## config.mk

```make
export PLATFORM = sky130hd
export DESIGN_NAME = nor_wbuf_prog
export DESIGN_NICKNAME = d
export VERILOG_FILES = /design/src/rtl/nor_wbuf_prog.sv
export SDC_FILE = /design/constraint.sdc
export NUM_CORES = 1
export LEC_CHECK = 0
export BUFFER_PORTS_ARGS = -buffer_cell sky130_fd_sc_hd__buf_2
export CAP_MARGIN = 20
export CORE_UTILIZATION = 35
export CTS_CLUSTER_SIZE = 40
export DETAILED_ROUTE_END_ITERATION = 10
export HOLD_SLACK_MARGIN = 0.03
export PLACE_DENSITY = 0.61
export SKIP_CTS_REPAIR_TIMING = 1
export SLEW_MARGIN = 20
export SYNTH_ARGS = -nofsm -noshare
export SYNTH_HDL_FRONTEND = slang
export SYNTH_SLANG_ARGS = --single-unit
```

## constraint.sdc

```tcl
create_clock -name clk -period 3.7 [get_ports clk]
set_input_delay 0.74 -clock clk [delete_from_list [all_inputs] [get_ports clk]]
set_output_delay 0.74 -clock clk [all_outputs]
set_load 0.1 [all_outputs]
```

## src/rtl/nor_wbuf_prog.sv

```systemverilog
module nor_wbuf_prog #(
  parameter int AW        = 24,
  parameter int DW        = 16,
  parameter int MAX_WORDS = 32,
  parameter int CW        = $clog2(MAX_WORDS + 1) + 1
) (
  input  logic          clk,
  input  logic          rst_n,
  input  logic          req_valid,
  input  logic [AW-1:0] req_addr,
  input  logic [CW-1:0] req_count,
  output logic          req_err,
  output logic          req_refused,
  output logic          busy,
  input  logic          wd_valid,
  input  logic [DW-1:0] wd_data,
  output logic          wd_ready,
  output logic          mem_we,
  output logic [AW-1:0] mem_addr,
  output logic [DW-1:0] mem_wdata,
  output logic [AW-1:0] last_addr
);
  localparam int OW = $clog2(MAX_WORDS);
  localparam logic [AW-1:0] UNLOCK_A1 = AW'(12'h555);
  localparam logic [AW-1:0] UNLOCK_A2 = AW'(12'h2AA);
  localparam logic [DW-1:0] UNLOCK_D1 = DW'(8'hAA);
  localparam logic [DW-1:0] UNLOCK_D2 = DW'(8'h55);
  localparam logic [DW-1:0] LOAD_CMD  = DW'(8'h25);
  localparam logic [DW-1:0] CONF_CMD  = DW'(8'h29);

  typedef enum logic [2:0] {S_IDLE, S_UNL1, S_UNL2, S_LOAD, S_CNT, S_DATA, S_CONF} st_t;
  st_t state;

  logic [AW-1:0] start_q;
  logic [CW-1:0] cnt_m1_q, idx_q;
  logic [OW-1:0] off;
  logic          bad_cnt, bad_cross, take;
  logic [AW-1:0] data_addr;

  assign off       = req_addr[OW-1:0];
  assign bad_cnt   = (req_count == '0) || (req_count > CW'(MAX_WORDS));
  assign bad_cross = ((CW+1)'(off) + (CW+1)'(req_count)) > (CW+1)'(MAX_WORDS);
  assign busy      = (state != S_IDLE);
  assign wd_ready  = (state == S_DATA);
  assign take      = wd_ready && wd_valid;
  assign data_addr = start_q + AW'(idx_q);

  always_comb begin
    mem_we    = 1'b1;
    mem_addr  = start_q;
    mem_wdata = '0;
    unique case (state)
      S_UNL1:  begin mem_addr = UNLOCK_A1; mem_wdata = UNLOCK_D1; end
      S_UNL2:  begin mem_addr = UNLOCK_A2; mem_wdata = UNLOCK_D2; end
      S_LOAD:  mem_wdata = LOAD_CMD;
      S_CNT:   mem_wdata = DW'(cnt_m1_q);
      S_DATA:  begin mem_we = wd_valid; mem_addr = data_addr; mem_wdata = wd_data; end
      S_CONF:  begin mem_addr = last_addr; mem_wdata = CONF_CMD; end
      default: mem_we = 1'b0;
    endcase
  end

  always_ff @(posedge clk) begin
    if (!rst_n) begin
      state       <= S_IDLE;
      start_q     <= '0;
      cnt_m1_q    <= '0;
      idx_q       <= '0;
      last_addr   <= '0;
      req_err     <= 1'b0;
      req_refused <= 1'b0;
    end else begin
      req_err     <= req_valid && !busy && (bad_cnt || bad_cross);
      req_refused <= req_valid && busy;
      unique case (state)
        S_IDLE: if (req_valid && !bad_cnt && !bad_cross) begin
          start_q  <= req_addr;
          cnt_m1_q <= req_count - 1'b1;
          idx_q    <= '0;
          state    <= S_UNL1;
        end
        S_UNL1: state <= S_UNL2;
        S_UNL2: state <= S_LOAD;
        S_LOAD: state <= S_CNT;
        S_CNT:  state <= S_DATA;
        S_DATA: if (take) begin
          last_addr <= data_addr;
          idx_q     <= idx_q + 1'b1;
          if (idx_q == cnt_m1_q) state <= S_CONF;
        end
        S_CONF: state <= S_IDLE;
        default: state <= S_IDLE;
      endcase
    end
  end
endmodule

```

==> results of run 1 <==
worst max-delay path: stages (launching register included):
cell      delay, ns
dfxtp_1        0.48
ha_1           0.37
a21o_1         0.21
a21oi_1        0.25
o221ai_1       0.14
buf_4          0.19
nand2_1        0.10
nor2_1         0.05
buf_4          0.18
a311oi_4       0.33
buf_12         0.22
state kept, by name, summed over array words and instances (netlist names):
| name | cells |
|---|---|
| cnt_m1_q | 7 |
| start_q | 24 |
| idx_q | 7 |
| req_refused | 1 |
| state | 3 |
| req_err | 1 |
| last_addr | 24 |
report_power, final:
group / internal [mW] / switching [mW] / total, mW
Sequential: 0.734 / 0.0179 / 0.752
Combinational: 0.207 / 0.495 / 0.702
Clock: 0.608 / 0.347 / 0.955
cells by family (layout without fill, tap and decap cells):
logic type | after synthesis | count (layout) | share of synthesized area
buf+inv | 72 | 183 | 0.06509
compound gates | 177 | 177 | 0.2400
fa+ha+maj | 16 | 16 | 0.04608
xor+xnor | 35 | 35 | 0.06563
mux | 31 | 31 | 0.06644
simple gates | 222 | 222 | 0.2296
flops | 67 | 67 | 0.2872
cell usage after synthesis (3+ instances only):
master / instances
nand2_1: 93
dfxtp_1: 67
a21oi_1: 59
o21ai_0: 43
nor2_1: 40
clkbuf_1: 35
mux2i_1: 31
nand3_1: 24
inv_1: 22
xor2_1: 18
xnor2_1: 17
ha_1: 14
a221oi_1: 12
a211oi_1: 11
nor3_1: 11
and2_1: 10
nand4_1: 9
buf_2: 8
o22ai_1: 8
a31oi_1: 7
and3_1: 6
a21o_1: 5
a41o_1: 5
o211ai_1: 5
or3_1: 5
nor3b_1: 4
or4_1: 4
buf_6: 3
nand3b_1: 3
layer usage:
| layer | track usage | vias up |
|---|---|---|
| met5 | 0 | - |
| met4 | 0.08974 | 0 |
| met3 | 0.03440 | 13 |
| met2 | 0.3743 | 170 |
| met1 | 0.3583 | 2387 |
| li1 | - | 2439 |
metrics by stage:
| step | hold slack [ns] | TNS, ns | util |
|---|---|---|---|
| 3_5_place_dp | 0.4628 | 0 | 0.4639 |
| 2_1_floorplan | 0.4556 | -0.4144 | - |
| 6_report | 0.4746 | 0 | 0.4910 |
| 3_3_place_gp | 0.4620 | 0 | 0.4639 |
| 4_1_cts | 0.4736 | -0.1941 | 0.4895 |
| 5_1_grt | 0.4859 | 0 | 0.4910 |
worst max-delay path by stage:
stage,end,depth (start not counted),slack (ns),from
2_1_floorplan,mem_addr[12],8,-0.30,idx_q[0]$_SDFFE_PN0P_
4_1_cts,mem_addr[14],10,-0.06,idx_q[0]$_SDFFE_PN0P_
6_report,mem_addr[14],10,0.1,idx_q[4]$_SDFFE_PN0P_
3_3_place_gp,mem_addr[16],9,0.38,idx_q[0]$_SDFFE_PN0P_
5_1_grt,mem_addr[14],10,0.001,idx_q[4]$_SDFFE_PN0P_
3_5_place_dp,mem_addr[14],10,0.32,idx_q[0]$_SDFFE_PN0P_
area by class of cell:
cell class              count  area, sq um
fillers                  1289         6528
multi-input cells         481         3206
flip-flops and latches     67         1349
repair buffers            144         1114
clock buffers              10        239.0
well taps                 172        215.2
clock inverters             6        88.84
inverters                  23        86.33
==> reports/summary.md, run 1 <==
## Yosys
* 7.533 sq um — mean area per synthesized cell
* 0.2872 — portion of synthesized cell area occupied by the leading cell type
* 0.2872 — part of the Yosys area used for sequential elements
* 687 — net count after synthesis
* 620 — synthesized netlist cell count
* dfxtp_1 — dominant cell type by area after synthesis
* 0 — number of enable-type register cells in the synthesized netlist
* 0 — share of synthesized flip-flops with an asynchronous set or reset
* 67 — flops & latches, synth
* 60 — number of distinct library cells after synthesis
* dfxtp_1 — Primary FF master, synth
* 0.004671 sq mm — mapped cell area
* 0 — Yosys warning total
* dfxtp_1 (29%), nand2_1 (7.5%), mux2i_1 (6.6%) — leading post-synthesis cells by cell area

## Worst hold path
* last_addr[2]$_SDFFE_PN0P_ — worst min-delay path endpoint
* reg2reg — worst min path class
* 2 — number of cells on the worst hold path
* last_addr[2]$_SDFFE_PN0P_ — hold path start

## Place
* 887 — cell count after placement
* 119 — count of input and output buffers
* 12.54 mm — HPWL after detailed placement
* 0.005949 sq mm — area post-placement
* 0.3165 ns — dpl ws
* 0.8827 — routability congestion estimate from global placement

## Routing
* 467 — DRC violation total after the first TritonRoute iteration
* 0 — DRC violation count after routing
* 18.64 microns — DR WL/cell
* met4 — highest routing layer actually used
* 8.084 mm — length of routed wiring on met1
* 7.435 mm — wire length on met2
* 5.547 — vias per std cell
* 16.83 mm — Final Routed Wirelength
* 1.118 mm — detailed-routed wire length on met3
* 5009 — Via Count
* 5 — detailed-routing iteration count for the pre-antenna-repair pass
* 0 — Detail Route Antenna Nets

## Global route
* 0 — remaining global-route overflow
* 60 — maximum number of pins on one net before global-route repair
* 0 — number of antenna violations at the first check in global routing
* 27.08 mm — wire length of the first global-routing pass
* 4947 — number of global-route vias before repair
* 0.2484 — GRT Overall Usage

## Worst setup path
* output pin — critical path capture point type
* 2.96 ns — Worst Path Required
* 2.86 ns — Worst Path Arrival
* 1.27 ns — setup slack of the most critical reg-to-reg path
* idx_q[0]$_SDFFE_PN0P_ — launching point of the worst reg2reg path
* 9 — maximum fanout encountered on the critical timing path
* reg2out — start-to-end type of the worst setup path
* 9 — depth of the worst register-to-register path
* register — startpoint types
* last_addr[16]$_SDFFE_PN0P_ — capture instance of the worst register-to-register path

## CTS
* 9 — TritonCTS buffer count
* done — CTS tree
* 0.35 ns — insertion delay to the later sink of the worst-skew pair
* clkbuf_16 — cell at the root of the clock tree
* 2 — CTS Buffer Depth
* 3 — number of levels in the clock H-tree
* 0.06 ns — Reg clk slew, reported paths
* 67 — number of sinks driven by the clock tree

## Die
* 117.5 microns — die width
* 0.3642 — starting density of the core
* 117.5 microns — die extent in y
* 0.01282 sq mm — Std-Cell Core Area
* 41 — number of rows in the core area
* 120 — # IOs
* 0.01381 sq mm — Die Footprint

## Final layout
* 903 — non-filler instance count after layout
* buf_2 (97), nand2_1 (93), dfxtp_1 (63), a21oi_1 (59), o21ai_0 (39) — commonest cells after routing, fill and taps aside
* 34.82% — Synth-to-Final Area Change
* 793 — nets
* buf_2 — most common cell after layout, fill and taps aside
* 0 — antenna diode instance count
* 0.2613 — share of final-layout standard cells stronger than drive strength 1
* 0.006297 sq mm — post-route design area

## Power and ir drop
* 2.714 nW — static leakage
* 382.5 mW/mm^2 — Pwr Density
* 0.2347 mV — Max rail drop VDD
* 2.409 mW — total power consumption of the routed design

## Run status
* completed — result of the run

## STA
* 277.6 MHz — maximum achievable frequency
* false — unrepaired setup endpoints after global routing
* 0 — final count of pins violating max slew
* 0.6179 — max-slew headroom at the worst pin
* 3.602 ns — crit path time final
* 0.9736 — portion of the clock cycle consumed by the worst path in the final layout
* 0.5688 ns — slew of the pin with the lowest slew margin
* 0 — count of final hold-check violations
* 0.09760 ns — Worst Slack Setup Final
* 0 — # setup viols final
* 0.01191 ns — worst clock skew

## Run
* 0 — Max-Cap Viols

(Power assumes the default switching activity.)
==> run 2: changes to the inputs <==
--- a/config.mk
+++ b/config.mk
@@ -11,7 +11,7 @@
 export CTS_CLUSTER_SIZE = 40
 export DETAILED_ROUTE_END_ITERATION = 10
 export HOLD_SLACK_MARGIN = 0.03
-export PLACE_DENSITY = 0.61
+export PLACE_DENSITY = 0.63
 export SKIP_CTS_REPAIR_TIMING = 1
 export SLEW_MARGIN = 20
 export SYNTH_ARGS = -nofsm -noshare
==> constraint.sdc (replaced) <==
create_clock -name clk -period 3.13 [get_ports clk]
set_input_delay 0.626 -clock clk [delete_from_list [all_inputs] [get_ports clk]]
set_output_delay 0.626 -clock clk [all_outputs]
set_load 0.1 [all_outputs]
==> run 2 against run 1 <==
Effect of this change:
- the flow now finishes with violations (negative setup slack)
- register-to-register slack lost 0.44 ns
- worst hold slack lost 0.0034 ns
- core utilization up 5.6 points
- power increased by 26%
- sequential cell count stayed put
- largest power group unchanged
- routed wire length increased by 4.0%
- combinational power up 25%
- clock skew decreased by 0.00053 ns
- critical path type unchanged
- cell count increased by 4.5%
- clock power rose by 32%
- largest cell class unchanged
- via count grew 5.1%
- sequential power is 18% higher
==> reports/summary.md, run 2 (synthesized netlist as in run 1, its figures left out) <==
## Place
* 911 — cell count after placement, +2.7%
* 13.23 mm — HPWL after detailed placement, +5.5%
* 119 — count of input and output buffers, unchanged
* 0.1146 ns — dpl ws, -0.2019 ns
* 0.8869 — routability congestion estimate from global placement, +0.48%

## Routing
* 5263 — Via Count, +5.1%
* 17.50 mm — Final Routed Wirelength, +4.0%
* 0 — Detail Route Antenna Nets, unchanged
* 0 — DRC violation count after routing, unchanged
* 18.54 microns — DR WL/cell, -0.54%
* 5.575 — vias per std cell, +0.51%
* 396 — DRC violation total after the first TritonRoute iteration, -15%
* 5 — detailed-routing iteration count for the pre-antenna-repair pass, unchanged

## Die
* 117.5 microns — die width, unchanged
* 117.5 microns — die extent in y, unchanged
* 0.3642 — starting density of the core, unchanged
* 0.01282 sq mm — Std-Cell Core Area, unchanged
* 0.01381 sq mm — Die Footprint, unchanged
* 41 — number of rows in the core area, unchanged
* 120 — # IOs, unchanged

## CTS
* 0.06 ns — Reg clk slew, reported paths, about the same
* 67 — number of sinks driven by the clock tree, unchanged
* 9 — TritonCTS buffer count, unchanged
* 0.34 ns — insertion delay to the later sink of the worst-skew pair, about the same
* 3 — number of levels in the clock H-tree, unchanged
* done — CTS tree
* clkbuf_16 — cell at the root of the clock tree
* 2 — CTS Buffer Depth, unchanged

## Power and ir drop
* 0.293 — sequential power share, -0.019
* 1.039 mW — reported net switching power, +21%
* 431.7 mW/mm^2 — Pwr Density, +13%
* 0.3431 — switching share of power, -0.01389
* 1.989 mW — internal power component, +28%
* 2.981 nW — static leakage, +9.8%
* 0.290 — share of power burned in combinational logic, about the same
* 0.3025 mV — Max rail drop VDD, +29%
* 0.418 — proportion of power drawn by the clock network, +0.022

## Final layout
* 0.3640 — share of final-layout standard cells stronger than drive strength 1, +0.1027
* buf_2 (96), nand2_1 (93), buf_4 (65), dfxtp_1 (55), a21oi_1 (50) — commonest cells after routing, fill and taps aside
* buf_2 — most common cell after layout, fill and taps aside
* 0.003533 sq mm — footprint of the multi-input gates, +10%
* last_addr x24, start_q x24 — registers with the most flip-flops
* 0 — antenna diode instance count, unchanged
* 1211 — Layout fillers, -6.1%
* 944 — non-filler instance count after layout, +4.5%
* 0.001369 sq mm — register area, +1.5%
* 834 — nets, +5.2%
* 50.17% — Synth-to-Final Area Change

## STA
* true — unrepaired setup endpoints after global routing
* 3.293 ns — crit path time final
* -0.1632 ns — Worst Slack Setup Final, -0.2608 ns
* 0.6117 ns — slew of the pin with the lowest slew margin, +0.04293 ns
* 0.4713 ns — Worst Hold Margin, -0.003356 ns
* 0 — final count of pins violating max slew, unchanged
* 9 — # setup viols final, +9
* 303.7 MHz — maximum achievable frequency
* 1.052 — portion of the clock cycle consumed by the worst path in the final layout
* 0.01139 ns — worst clock skew, -0.0005287 ns
* 0.5918 — max-slew headroom at the worst pin, -0.02614
* 0 — count of final hold-check violations, unchanged

## Global route
* 0 — remaining global-route overflow, unchanged
* 40 — maximum number of pins on one net before global-route repair, -33%
* 0 — number of antenna violations at the first check in global routing, unchanged
* 27.13 mm — wire length of the first global-routing pass, +0.18%
* 4898 — number of global-route vias before repair, -0.99%
* 0.2503 — GRT Overall Usage, +0.001948

## Worst setup path
* 2.50 ns — Worst Path Required, -0.46 ns
* register — startpoint types
* 5 — maximum fanout encountered on the critical timing path, -4
* output pin — critical path capture point type
* 2.67 ns — Worst Path Arrival, -0.19 ns
* reg2out — start-to-end type of the worst setup path

## Run status
* negative setup slack — violated checks
* finished with violations — result of the run

## Worst hold path
* reg2reg — worst min path class

## Run
* 0 — Max-Cap Viols, unchanged

==> run 2: cell types whose count changed in the layout (fill, tap and decap cells not counted), sizes merged <==
cell,delta
buf,+40
clkbuf,+2
bufinv,+1
clkinv,-1
clkinvlp,-1
==> run 2: worst max-delay path, cell delays in order (launching register included) <==
cell,delay (ns)
dfxtp_4,0.37
ha_4,0.15
inv_2,0.04
fa_2,0.38
nor2b_4,0.14
o21ai_4,0.08
o221a_4,0.27
or3_4,0.38
a221oi_4,0.30
buf_12,0.21
==> run 2: worst paths after layout <==
path | startpoint | end | slack (ns) | cells past startpoint
setup / recovery | idx_q[0]$_SDFFE_PN0P_ | mem_addr[16] | -0.16 | 9
hold / removal | last_addr[6]$_SDFFE_PN0P_ | last_addr[6]$_SDFFE_PN0P_ | 0.47 | 2
setup reg to reg | idx_q[0]$_SDFFE_PN0P_ | last_addr[16]$_SDFFE_PN0P_ | 0.83 | 9
hold reg to reg | last_addr[6]$_SDFFE_PN0P_ | last_addr[6]$_SDFFE_PN0P_ | 0.47 | 2
==> run 2: cell type report <==
class / count / area share
Multi-Input combinational cell: 481 / 0.5037
Timing Repair Buffer: 185 / 0.2053
Sequential cell: 67 / 0.1951
Clock buffer: 11 / 0.03764
Tap cell: 172 / 0.03068
Clock inverter: 5 / 0.01516
Inverter: 23 / 0.01231
==> run 2: power groups by stage <==
stage	combinational [mW]	clock (mW)	sequential (mW)
finish	0.877	1.26	0.887
global route	0.916	1.31	0.889
CTS	0.866	1.28	0.887
detailed placement	0.864	0	0.906
global placement	0.858	0	0.905
floorplan	0.598	0	0.908
==> run 2: per-layer routing <==
layer | vias up | routed length (microns) | GRT usage
li1 | 2520 | - | -
met1 | 2504 | 8346 | 0.3650
met2 | 211 | 7577 | 0.3691
met3 | 28 | 1215 | 0.04360
met4 | 0 | 360 | 0.08253
met5 | - | 0 | 0
==> run 2: through the flow <==
step	total power [mW]	TNS (ns)	util	cell area (sq um)
floorplan	1.506	-0.8247	-	5072
global placement	1.763	0	0.4961	6362
detailed placement	1.770	0	0.4961	6362
CTS	3.029	-2.700	0.5250	6733
global route	3.116	-1.539	0.5469	7014
finish	3.028	-0.7670	0.5469	7014
==> run 3: changes to the inputs <==
--- a/config.mk
+++ b/config.mk
@@ -7,11 +7,13 @@
 export LEC_CHECK = 0
 export BUFFER_PORTS_ARGS = -buffer_cell sky130_fd_sc_hd__buf_2
 export CAP_MARGIN = 20
+export CELL_PAD_IN_SITES_DETAIL_PLACEMENT = 0
+export CELL_PAD_IN_SITES_GLOBAL_PLACEMENT = 1
 export CORE_UTILIZATION = 35
 export CTS_CLUSTER_SIZE = 40
 export DETAILED_ROUTE_END_ITERATION = 10
 export HOLD_SLACK_MARGIN = 0.03
-export PLACE_DENSITY = 0.63
+export PLACE_DENSITY = 0.81
 export SKIP_CTS_REPAIR_TIMING = 1
 export SLEW_MARGIN = 20
 export SYNTH_ARGS = -nofsm -noshare
==> run 3 against run 2 <==
Effect of this change:
- the flow still finishes with violations (negative setup slack)
- sequential power about the same
- register-to-register slack worse by 0.06 ns
- clock skew down 0.0033 ns
- worst hold slack better by 0.00070 ns
- cell count down 1.3%
- sequential share of layout area up 0.19 points
- critical path depth up 1
- routed wire length down 2.4%
- via count down 2.3%
- maximum frequency down 0.12%
- cell area down 0.62%
- die area unchanged
- critical endpoint is now mem_addr[10]
- highest routed layer unchanged
==> reports/summary.md, run 3 (synthesized netlist as in run 1, its figures left out) <==
## Run status
* finished with violations — result of the run
* negative setup slack — violated checks

## Global route
* 4719 — number of global-route vias before repair, -3.7%
* 0 — remaining global-route overflow, unchanged
* 73 — maximum number of pins on one net before global-route repair, +83%
* 26.35 mm — wire length of the first global-routing pass, -2.9%
* 0.2428 — GRT Overall Usage, -0.007509
* 0 — number of antenna violations at the first check in global routing, unchanged

## Worst setup path
* compound AO/OA/AOI/OAI gates — cell family with the largest share of critical-path delay
* 5 — maximum fanout encountered on the critical timing path, unchanged
* 2 — buffer and inverter count on the worst path, unchanged
* 0.37 ns — maximum single-stage delay on the critical path, about the same
* reg2out — start-to-end type of the worst setup path
* 2.67 ns — Worst Path Arrival, about the same
* 2.50 ns — Worst Path Required, about the same
* register — startpoint types
* fa_2 — slowest cell on the critical path
* ha_4, inv_2, fa_2, nor2b_4, o21ai_4, o221a_4, or3_4, a21o_1, a31oi_4, buf_12 — worst-path cell chain
* output pin — critical path capture point type

## Power and ir drop
* 2.937 nW — static leakage, -1.5%
* 412.0 mW/mm^2 — Pwr Density, -4.6%
* 0.2443 mV — Max rail drop VDD, -19%

## Final layout
* 0 — antenna diode instance count, unchanged
* 0.5435 — final core utilization, -0.003415
* 0.3632 — share of final-layout standard cells stronger than drive strength 1, -0.0008317
* 823 — nets, -1.3%
* 1210 — Layout fillers, -0.083%
* 0.006970 sq mm — post-route design area, -0.62%
* buf_2 (95), nand2_1 (92), dfxtp_1 (51), a21oi_1 (50), buf_4 (50) — commonest cells after routing, fill and taps aside
* last_addr x24, start_q x24 — registers with the most flip-flops
* 49.24% — Synth-to-Final Area Change
* buf_2 — most common cell after layout, fill and taps aside

## Place
* 12.59 mm — HPWL after detailed placement, -4.9%
* 0.006350 sq mm — area post-placement, -0.20%
* 0.9181 — routability congestion estimate from global placement, +3.5%
* 0.1060 ns — dpl ws, -0.008636 ns
* 119 — count of input and output buffers, unchanged

## CTS
* 0.06 ns — Reg clk slew, reported paths, about the same
* 0.34 ns — insertion delay to the later sink of the worst-skew pair, about the same
* 9 — TritonCTS buffer count, unchanged
* done — CTS tree
* 3 — number of levels in the clock H-tree, unchanged
* clkbuf_16 — cell at the root of the clock tree
* 2 — CTS Buffer Depth, unchanged
* 67 — number of sinks driven by the clock tree, unchanged

## STA
* -0.1671 ns — Worst Slack Setup Final, -0.003951 ns
* true — unrepaired setup endpoints after global routing
* 303.3 MHz — maximum achievable frequency, -0.12%
* 0 — count of final hold-check violations, unchanged
* 0.6430 — max-slew headroom at the worst pin, +0.05125
* 1.053 — portion of the clock cycle consumed by the worst path in the final layout, +0.001262
* 0.5314 ns — slew of the pin with the lowest slew margin, -0.08030 ns
* 0.008075 ns — worst clock skew, -0.003310 ns
* 0 — final count of pins violating max slew, unchanged
* 3.297 ns — crit path time final, +0.003951 ns
* 13 — # setup viols final, +4

## Die
* 117.5 microns — die extent in y, unchanged
* 120 — # IOs, unchanged
* 117.5 microns — die width, unchanged
* 0.3642 — starting density of the core, unchanged
* 0.01282 sq mm — Std-Cell Core Area, unchanged
* 41 — number of rows in the core area, unchanged
* 0.01381 sq mm — Die Footprint, unchanged

## Routing
* 433 — DRC violation total after the first TritonRoute iteration, +9.3%
* 17.08 mm — Final Routed Wirelength, -2.4%
* 5.516 — vias per std cell, -1.1%
* 0 — Detail Route Antenna Nets, unchanged
* 5 — detailed-routing iteration count for the pre-antenna-repair pass, unchanged
* 0 — DRC violation count after routing, unchanged
* 5141 — Via Count, -2.3%
* 18.32 microns — DR WL/cell, -1.2%

## Run
* 0 — Max-Cap Viols, unchanged

## Worst hold path
* reg2reg — worst min path class

[run 3: layout make-up]
type,instances,area (sq um),share of cell area
multi-input cells,481,3551,0.5094
repair buffers,174,1428,0.2048
flip-flops and latches,67,1374,0.1971
clock buffers,10,239.0,0.03428
well taps,172,215.2,0.03087
inverters,23,86.33,0.01239
clock inverters,5,77.57,0.01113
[run 3: report_power, final]
group | switching (mW) | internal (mW) | leakage (nW) | total, mW
Combinational | 0.601 | 0.282 | 2.23 | 0.882
Clock | 0.389 | 0.711 | 0.154 | 1.10
Sequential | 0.0231 | 0.865 | 0.550 | 0.888
[run 3: path summary, 6_finish.rpt]
kind,start,endpoint,slack [ns],depth (start not counted)
worst max register to register,state[2]$_SDFFE_PN0P_,start_q[20]$_SDFFE_PN0P_,0.77,7
worst min-delay path,last_addr[2]$_SDFFE_PN0P_,last_addr[2]$_SDFFE_PN0P_,0.47,2
worst min register to register,last_addr[2]$_SDFFE_PN0P_,last_addr[2]$_SDFFE_PN0P_,0.47,2
worst max-delay path,start_q[0]$_SDFFE_PN0P_,mem_addr[10],-0.17,10
[run 3: routing by layer]
metal / global-route usage / vias up / share of wire
met5: 0 / - / 0
li1: - / 2500 / -
met3: 0.05039 / 16 / 0.072
met1: 0.3576 / 2434 / 0.48
met2: 0.3587 / 191 / 0.44
met4: 0.05609 / 0 / 0.012
[run 3: tightest hold or removal path, cell delays in order (launching register included)]
cell and delay, ns:
dfxtp_1 0.32, nand2_1 0.06, a21oi_1 0.05
[run 3: metrics by stage]
step           power [mW]  TNS [ns]  instances  hold slack [ns]
2_1_floorplan       1.506   -0.8247        620           0.4557
6_report            2.871    -1.123        932           0.4720
3_5_place_dp        1.783         0        902           0.4660
5_1_grt             2.969    -2.223        932           0.5063
4_1_cts             2.882    -2.385        917           0.4740
3_3_place_gp        1.775         0        902           0.4591
